### src/rtl/rgbfmt_pkg.sv
`timescale 1ns/1ps
// Shared widths, control-word layout and code values for the RGB formatter.
package rgbfmt_pkg;
    localparam int CH_W    = 8;
    localparam int PIX_W   = 3 * CH_W;
    localparam int REG_W   = 32;
    localparam int CTRL_W  = 17;
    localparam int SIG_N   = 3;
    localparam int NARROW  = CH_W - 3;   // 5-bit channel width
    localparam int MEDIUM  = CH_W - 2;   // 6-bit channel width
    localparam logic [REG_W-1:0] ID_WORD = 32'h0064_7069;

    // Control line indices inside the conditioning vectors
    localparam int SIG_HS = 0;
    localparam int SIG_VS = 1;
    localparam int SIG_OE = 2;

    typedef enum logic [1:0] {
        ORD_RGB = 2'd0,
        ORD_BGR = 2'd1,
        ORD_GRB = 2'd2,
        ORD_BRG = 2'd3
    } chan_order_e;

    typedef enum logic [2:0] {
        LAY_ZERO       = 3'd0,
        LAY_565_LOW    = 3'd1,
        LAY_565_SPREAD = 3'd2,
        LAY_565_SHIFT  = 3'd3,
        LAY_666_LOW    = 3'd4,
        LAY_666_SPREAD = 3'd5,
        LAY_888        = 3'd6,
        LAY_SPARE      = 3'd7
    } layout_e;

    // Control word, MSB first; bit positions are decoded by software
    typedef struct packed {
        logic        oe_mode;   // 16
        chan_order_e order;     // 15:14
        layout_e     layout;    // 13:11
        logic        pclk_inv;  // 10
        logic        hs_inv;    // 9
        logic        vs_inv;    // 8
        logic        oe_inv;    // 7
        logic        hs_fall;   // 6
        logic        vs_fall;   // 5
        logic        oe_fall;   // 4
        logic        hs_off;    // 3
        logic        vs_off;    // 2
        logic        oe_off;    // 1
        logic        enable;    // 0
    } fmt_ctrl_t;
endpackage

### src/rtl/rgbfmt_regs.sv
`timescale 1ns/1ps
// Control register and read mux.
// Holds the 17-bit control word at address zero. Every other address
// reads the identification constant and ignores writes.
// Assumes single-cycle write strobes; reads are combinational.
module rgbfmt_regs
    import rgbfmt_pkg::*;
#(
    parameter int               ADDR_W   = 8,
    parameter logic [REG_W-1:0] ID_VALUE = ID_WORD
) (
    input  logic              clk,
    input  logic              rst_n,
    input  logic              wr_en,
    input  logic [ADDR_W-1:0] addr,
    input  logic [REG_W-1:0]  wdata,
    output fmt_ctrl_t         ctrl,
    output logic [REG_W-1:0]  rdata
);
    localparam logic [ADDR_W-1:0] CTRL_ADDR = '0;
    localparam int                PAD_W     = REG_W - CTRL_W;

    logic sel_ctrl;
    assign sel_ctrl = (addr == CTRL_ADDR);

    // Capture the control word on a write to address zero
    always_ff @(posedge clk) begin
        if (!rst_n)
            ctrl <= '0;
        else if (wr_en && sel_ctrl)
            ctrl <= fmt_ctrl_t'(wdata[CTRL_W-1:0]);
    end

    // Return the control word or the identification constant
    always_comb begin
        if (sel_ctrl)
            rdata = {{PAD_W{1'b0}}, ctrl};
        else
            rdata = ID_VALUE;
    end

    assert_foreign_write_ignored_R3: assert property (
        @(posedge clk) disable iff (!rst_n)
        (wr_en && !sel_ctrl) |=> $stable(ctrl)
    );
endmodule

### src/rtl/rgbfmt_swizzle.sv
`timescale 1ns/1ps
// Channel permutation.
// Splits the pixel into red, green and blue bytes and places them into
// three ordered slots. The layout stage reads the slots as first, second
// and third. Purely combinational.
module rgbfmt_swizzle
    import rgbfmt_pkg::*;
(
    input  logic [PIX_W-1:0] pix,
    input  chan_order_e      order,
    output logic [PIX_W-1:0] slots
);
    logic [CH_W-1:0] red, grn, blu;

    assign red = pix[3*CH_W-1:2*CH_W];
    assign grn = pix[2*CH_W-1:CH_W];
    assign blu = pix[CH_W-1:0];

    // Pick the slot order from the order code
    always_comb begin
        unique case (order)
            ORD_RGB: slots = {red, grn, blu};
            ORD_BGR: slots = {blu, grn, red};
            ORD_GRB: slots = {grn, red, blu};
            ORD_BRG: slots = {blu, red, grn};
            default: slots = {red, grn, blu};
        endcase
    end
endmodule

### src/rtl/rgbfmt_pack.sv
`timescale 1ns/1ps
// Bus layout packer.
// Truncates the three slots to 5, 6 or 8 bits and places them, with
// zero padding, in the selected 24-bit bus layout. Layout codes 0 and 7
// produce all zeros. Purely combinational.
module rgbfmt_pack
    import rgbfmt_pkg::*;
(
    input  logic [PIX_W-1:0] slots,
    input  layout_e          layout,
    output logic [PIX_W-1:0] word
);
    logic [CH_W-1:0]   s1, s2, s3;
    logic [NARROW-1:0] s1_n, s3_n;
    logic [MEDIUM-1:0] s1_m, s2_m, s3_m;

    assign s1   = slots[3*CH_W-1:2*CH_W];
    assign s2   = slots[2*CH_W-1:CH_W];
    assign s3   = slots[CH_W-1:0];
    assign s1_n = s1[CH_W-1 -: NARROW];
    assign s3_n = s3[CH_W-1 -: NARROW];
    assign s1_m = s1[CH_W-1 -: MEDIUM];
    assign s2_m = s2[CH_W-1 -: MEDIUM];
    assign s3_m = s3[CH_W-1 -: MEDIUM];

    // Build the bus word for the selected layout
    always_comb begin
        unique case (layout)
            LAY_565_LOW:    word = {8'b0, s1_n, s2_m, s3_n};
            LAY_565_SPREAD: word = {3'b0, s1_n, 2'b0, s2_m, 3'b0, s3_n};
            LAY_565_SHIFT:  word = {2'b0, s1_n, 3'b0, s2_m, 2'b0, s3_n, 1'b0};
            LAY_666_LOW:    word = {6'b0, s1_m, s2_m, s3_m};
            LAY_666_SPREAD: word = {2'b0, s1_m, 2'b0, s2_m, 2'b0, s3_m};
            LAY_888:        word = {s1, s2, s3};
            default:        word = '0;
        endcase
    end
endmodule

### src/rtl/rgbfmt_sync_stage.sv
`timescale 1ns/1ps
// Control-line conditioning with selectable launch edge.
// Each line is inverted or forced idle, then registered on the rising
// edge. A copy is re-registered on the falling edge, and a per-line select
// picks which copy drives the pin. Both copies clear while hold is high.
// Assumes hold comes from the rising-edge domain and is stable at the
// falling edge.
module rgbfmt_sync_stage
    import rgbfmt_pkg::*;
#(
    parameter int LINES = SIG_N
) (
    input  logic             clk,
    input  logic             rst_n,
    input  logic             hold,
    input  logic [LINES-1:0] act,
    input  logic [LINES-1:0] inv,
    input  logic [LINES-1:0] off,
    input  logic [LINES-1:0] fall,
    output logic [LINES-1:0] lvl
);
    for (genvar i = 0; i < LINES; i++) begin : g_line
        logic rise_q;
        logic fall_q;

        // Rising-edge launch: invert or force idle, then register
        always_ff @(posedge clk) begin
            if (!rst_n || hold)
                rise_q <= 1'b0;
            else if (off[i])
                rise_q <= inv[i];
            else
                rise_q <= act[i] ^ inv[i];
        end

        // Falling-edge launch: half-cycle delayed copy
        always_ff @(negedge clk) begin
            if (!rst_n || hold)
                fall_q <= 1'b0;
            else
                fall_q <= rise_q;
        end

        assign lvl[i] = fall[i] ? fall_q : rise_q;

        assert_forced_idle_R12: assert property (
            @(posedge clk) disable iff (!rst_n)
            (off[i] && !hold) |=> (rise_q == $past(inv[i]))
        );
    end
endmodule

### src/rtl/rgb_panel_fmt.sv
`timescale 1ns/1ps
// Parallel RGB display output formatter (top).
// Reorders and packs each pixel, conditions the three control lines and
// forwards the pixel clock. Everything is configured by one control word.
// Bit 0 of the control word gates the datapath. While it is clear, or on
// the first edge after it is set, every pipeline register is held at zero.
// Assumes all inputs are synchronous to clk.
module rgb_panel_fmt
    import rgbfmt_pkg::*;
#(
    parameter int ADDR_W = 8
) (
    input  logic              clk,
    input  logic              rst_n,
    input  logic              reg_wr_en,
    input  logic [ADDR_W-1:0] reg_addr,
    input  logic [31:0]       reg_wdata,
    output logic [31:0]       reg_rdata,
    input  logic [23:0]       pix_rgb,
    input  logic              pix_hsync,
    input  logic              pix_vsync,
    input  logic              pix_de,
    output logic              out_pclk,
    output logic [23:0]       out_data,
    output logic              out_hsync,
    output logic              out_vsync,
    output logic              out_oe
);
    fmt_ctrl_t        ctrl;
    logic             en_q;
    logic             hold;
    logic [PIX_W-1:0] slots;
    logic [PIX_W-1:0] word;
    logic [PIX_W-1:0] data_q;
    logic [SIG_N-1:0] act, inv, off, fall, lvl;

    rgbfmt_regs #(
        .ADDR_W   (ADDR_W),
        .ID_VALUE (ID_WORD)
    ) u_regs (
        .clk   (clk),
        .rst_n (rst_n),
        .wr_en (reg_wr_en),
        .addr  (reg_addr),
        .wdata (reg_wdata),
        .ctrl  (ctrl),
        .rdata (reg_rdata)
    );

    rgbfmt_swizzle u_swizzle (
        .pix   (pix_rgb),
        .order (ctrl.order),
        .slots (slots)
    );

    rgbfmt_pack u_pack (
        .slots  (slots),
        .layout (ctrl.layout),
        .word   (word)
    );

    // Remember last cycle's enable so its rising edge can flush the pipe
    always_ff @(posedge clk) begin
        if (!rst_n)
            en_q <= 1'b0;
        else
            en_q <= ctrl.enable;
    end

    assign hold = !ctrl.enable || !en_q;

    // Register the packed pixel, cleared while held
    always_ff @(posedge clk) begin
        if (!rst_n || hold)
            data_q <= '0;
        else
            data_q <= word;
    end

    // Gather per-line controls into vectors indexed by line
    always_comb begin
        act[SIG_HS]  = pix_hsync;
        act[SIG_VS]  = pix_vsync;
        act[SIG_OE]  = ctrl.oe_mode & pix_de;
        inv[SIG_HS]  = ctrl.hs_inv;
        inv[SIG_VS]  = ctrl.vs_inv;
        inv[SIG_OE]  = ctrl.oe_inv;
        off[SIG_HS]  = ctrl.hs_off;
        off[SIG_VS]  = ctrl.vs_off;
        off[SIG_OE]  = ctrl.oe_off | ~ctrl.oe_mode;
        fall[SIG_HS] = ctrl.hs_fall;
        fall[SIG_VS] = ctrl.vs_fall;
        fall[SIG_OE] = ctrl.oe_fall;
    end

    rgbfmt_sync_stage #(
        .LINES (SIG_N)
    ) u_sync (
        .clk   (clk),
        .rst_n (rst_n),
        .hold  (hold),
        .act   (act),
        .inv   (inv),
        .off   (off),
        .fall  (fall),
        .lvl   (lvl)
    );

    assign out_data  = data_q;
    assign out_hsync = lvl[SIG_HS];
    assign out_vsync = lvl[SIG_VS];
    assign out_oe    = lvl[SIG_OE];
    assign out_pclk  = ctrl.enable & (clk ^ ctrl.pclk_inv);

    assert_gated_low_R4: assert property (
        @(posedge clk) disable iff (!rst_n)
        !ctrl.enable |=> (out_data == '0 && !out_hsync && !out_vsync && !out_oe)
    );

    assert_enable_flush_R5: assert property (
        @(posedge clk) disable iff (!rst_n)
        $rose(ctrl.enable) |=> (out_data == '0)
    );

    assert_zero_layout_R9: assert property (
        @(posedge clk) disable iff (!rst_n)
        (ctrl.layout == LAY_ZERO || ctrl.layout == LAY_SPARE) |=> (out_data == '0)
    );
endmodule

### config.mk
export PLATFORM = sky130hd
export DESIGN_NAME = rgb_panel_fmt
export DESIGN_NICKNAME = d
export VERILOG_FILES = /design/src/rtl/rgbfmt_pkg.sv /design/src/rtl/rgbfmt_regs.sv /design/src/rtl/rgbfmt_swizzle.sv /design/src/rtl/rgbfmt_pack.sv /design/src/rtl/rgbfmt_sync_stage.sv /design/src/rtl/rgb_panel_fmt.sv
export SDC_FILE = /design/constraint.sdc
export NUM_CORES = 1
export LEC_CHECK = 0
export BUFFER_PORTS_ARGS = -buffer_cell sky130_fd_sc_hd__buf_4
export CAP_MARGIN = 10
export CELL_PAD_IN_SITES_DETAIL_PLACEMENT = 0
export CELL_PAD_IN_SITES_GLOBAL_PLACEMENT = 2
export CORE_ASPECT_RATIO = 0.7
export CORE_MARGIN = 1.5
export CORE_UTILIZATION = 28
export DETAILED_ROUTE_END_ITERATION = 10
export GPL_ROUTABILITY_DRIVEN = 0
export PLACE_DENSITY = 0.82
export SLEW_MARGIN = 20
export SYNTH_ARGS = -nofsm -noshare
export SYNTH_HDL_FRONTEND = slang
export SYNTH_SLANG_ARGS = --single-unit
### constraint.sdc
create_clock -name clk -period 2.9 [get_ports clk]
set_clock_uncertainty 0.05 [all_clocks]
set_input_delay 0.145 -clock clk [delete_from_list [all_inputs] [get_ports clk]]
set_output_delay 0.145 -clock clk [all_outputs]
set_load 0.01 [all_outputs]
Word level (Yosys, flattened, before mapping)
Cells that the tools add are included.

storage, ports and cells
  flip-flop bits (word level) = 48
  input port bits = 70
  output and inout port bits = 60
  logic and storage cells = 56

cells by class
  equality and inequality tests = 9
  multiplexer cells = 9
  bitwise operators = 8
  reductions and logical operators = 8

operator list
  operator                                       number
  case mux 24 bit (6 select lines)               1
  case mux 24 bit (4 select lines)               1
  2-to-1 mux 23 bit                              1
  == test 3 bit, second input constant           3
  zero test 8 bit                                1
  == test 3 x 2 -> 1 bit, second input constant  2
  2-to-1 mux 1 bit                               6
  == test 2 bit, second input constant           2
  XOR 1 bit                                      4
  == test 3 x 1 -> 1 bit, second input constant  1
  zero test 1 bit                                3
  AND 1 bit                                      2
  == test 2 x 1 -> 1 bit, second input constant  1
  zero test 2 bit                                1
  logical OR 1 bit                               2
  logical AND 1 bit                              1
  NOT 1 bit                                      1
  bitwise OR 1 bit                               1

Depth between registers and ports, before layout
  word-level depth = 3
  depth in mapped cells = 6
  gate-level depth less buffers = 4

Hierarchy
From an unflattened synthesis, not the netlist that was laid out.

second synthesis, totals
  cell total of the unflattened synthesis = 353
  area, all modules = 3191.8 um2

by module, submodules not included
  module             instances  cells each  area an instance (um2)  seq. area each (um2)
  rgbfmt_regs        1          115         965.9                   340.3
  rgbfmt_pack        1          110         818.3                   0.0
  rgb_panel_fmt      1          60          738.2                   500.5
  rgbfmt_swizzle     1          44          401.6                   0.0
  rgbfmt_sync_stage  1          24          267.8                   120.1

==> run_results.csv <==
group,metric,value,unit
setup_path,worst-path-max-fanout,1,
finish,final_cells,594,
routing,vias_per_cell,4.98,
die,die_w,124,µm
setup_path,crit_required,2.71,ns
logic_synthesis,synthCells,351,
routing,wire_per_inst,16.3,µm
finish,layout.nets,535,
setup_path,crit_chain,"mux2_2 -> buf_4",
logic_synthesis,synth_flop_cell,"dfxtp_1",
logic_synthesis,synth_common_cells,"dfxtp_1, nand2_1, nor2_1",
logic_synthesis,synth_edf_count,0,
die,die_height,88.0,µm
finish,drive_above_1_share,30.5,%
routing,firstDrtPassIters,5,
placed_design,place_ws,0.542,ns
routing,drt-initial-drc-count,179,
outcome,outcome,"complete, no violations",
power,finalPower,1.67,mW
setup_path,crit_arrival,2.63,ns
sta,final_hold_viol_count,0,
die,core,0.00987,mm²
global_routing,grt_pass1_wl,15.3,mm
cts,post_cts.repair.setup_buffers,0,
logic_synthesis,syn_area,0.00289,mm²
power,power.density,407,mW/mm²
routing,ant_nets,0,
finish,n_antenna_cell,0,
logic_synthesis,synthArstFlopShare,0,%
sta,rsz0062_at_grt,"no",
placed_design,place_hpwl,7.25,mm
power,leakagePower,1.68,nW
global_routing,grt_max_degree,31,
logic_synthesis,netlist.area_leader.share,33.3,%
setup_path,cp_num_buf_inv,1,
placed_design,port_buffers,102,
logic_synthesis,yosysWarnings,0,
setup_path,max_stage_delay,0.29,ns
setup_path,crit_slowest_cell,"dfxtp_1",
global_routing,grt_util_all_layers,17.9,%
logic_synthesis,ys_seq_area_share,33.3,%
die,rows,30,
global_routing,grt_overflow,0,
placed_design,place_inst,564,
cts,cts_tree,"built",
routing,vias,2959,
sta,drv_slew,0,
global_routing,grt_pass1_vias,2852,
cts,path_clk_slew,0.07,ns
sta,worst_slew_pin_slew,0.676,ns
sta,finalWorstSetupSlack,0.0715,ns
setup_path,worst_setup_path_start_kind,"flop",
finish,synthToLayoutAreaGrowth,42.5,%
power,ir_drop,0.216,mV
setup_path,crit_family,"flip-flops",
die,start_util,29.3,%
job,drv_cap,0,
logic_synthesis,synthTopCellsByArea,"dfxtp_1, nand2_1, mux2i_1",
die,die-area,0.0109,mm²
min_path,hp-class,"primary input to flop",
routing,drc_errors,0,
global_routing,antenna_found_initial,0,
sta,maxSlewHeadroom,54.8,%
logic_synthesis,avgSynthCellArea,8.23,µm²
logic_synthesis,post-synth-top-area-cell,"dfxtp_1",
logic_synthesis,synth.most_common_cell,"dfxtp_1",
logic_synthesis,ys_types,48,
sta,setup_viol,0,
routing,wl,9.66,mm
setup_path,worst_setup_path_end_kind,"primary output",
sta,setup-tns-final,0,ns
setup_path,critPathKind,"flop to primary output",
cts,clk_latency,0.41,ns
logic_synthesis,ys_ff_latch,48,
die,ios,130,
## flip-flops by register name (all words and copies together), names as in the netlist
name and cells:
out_data 24, u_regs.ctrl 17, u_sync.g_line.fall_q 3, en_q 1, u_sync.g_line.rise_q 3
## cell families (layout without fill, tap and decap cells)
| logic type | count (synthesis) | after routing | synth area share, % |
|---|---|---|---|
| and+or+nand+nor | 132 | 132 | 22.6 |
| AOI/OAI and AO/OA | 94 | 94 | 23.8 |
| DFF | 48 | 48 | 33.3 |
| buffers and inverters | 45 | 149 | 9.06 |
| muxes | 27 | 27 | 9.97 |
| xor gates and xnor gates | 4 | 4 | 1.21 |
| other | 1 | 12 | 0.130 |
## metrics by stage
| stage | util [%] | hold WS (ns) | instance area, µm² |
|---|---|---|---|
| after detailed placement | 37.5 | 0.367 | 3700 |
| final | 41.7 | 0.0424 | 4110 |
| after global routing | 41.7 | 0.0509 | 4110 |
| after global placement | 37.5 | 0.361 | 3700 |
| after floorplan | - | 0.241 | 2930 |
| after CTS | 41.7 | 0.0417 | 4110 |
## path summary, 6_finish.rpt
check / endpoint / depth (start not counted) / start / slack (ns)
worst max-delay path: out_hsync / 2 / u_sync.g_line[0].fall_q / 0.07
worst min-delay path: u_sync.g_line[2].rise_q / 4 / pix_de / 0.04
worst max register to register: u_sync.g_line[1].fall_q / 2 / u_regs.ctrl[0] / 0.66
worst min register to register: u_regs.ctrl[3] / 2 / u_regs.ctrl[3] / 0.42
## per-layer routing
metal / track usage [%] / wire length, µm / up-vias
li1: - / - / 1460
met4: 6.58 / 152 / 0
met5: 0 / 0 / -
met1: 25.2 / 4870 / 1363
met2: 26.1 / 3970 / 123
met3: 5.01 / 662 / 13
## area by class of cell
class	count	area [µm²]
clock buffer	11	236
clock inverter	4	16.3
fill	1024	5760
inverter	4	15.0
multi-input combinational	269	1710
sequential	48	961
tap	128	160
timing repair buffer	130	1020
## placed cells by master (no fill, tap or decap), types with 12 or more instances in the layout
cell	instances
a21boi_1	17
conb_1	12
buf_4	114
dlygate4sd3_1	17
nand3_1	21
mux2i_1	15
nor2_1	22
nor2b_1	12
nand2_1	41
a21oi_1	15
dfxtp_1	48
## where the power goes
part / internal (mW) / switching, mW
sequential: 0.660 / 0.000357
clock: 0.558 / 0.295
combinational: 0.0863 / 0.0739
total: 1.30 / 0.369
## worst min-delay path, delay by kind of cell
kind / cells / cell delay (ns)
buffers and inverters: 1 / 0.11
AND/OR/NAND/NOR: 2 / 0.15
XOR/XNOR: 1 / 0.06
## repair_timing
item / in CTS / in global routing
hold buffers: 17 / 0
gates resized for setup: 0 / 0
endpoints found under the hold margin: 17 / 0
Power figures use the tool's default switching activity.
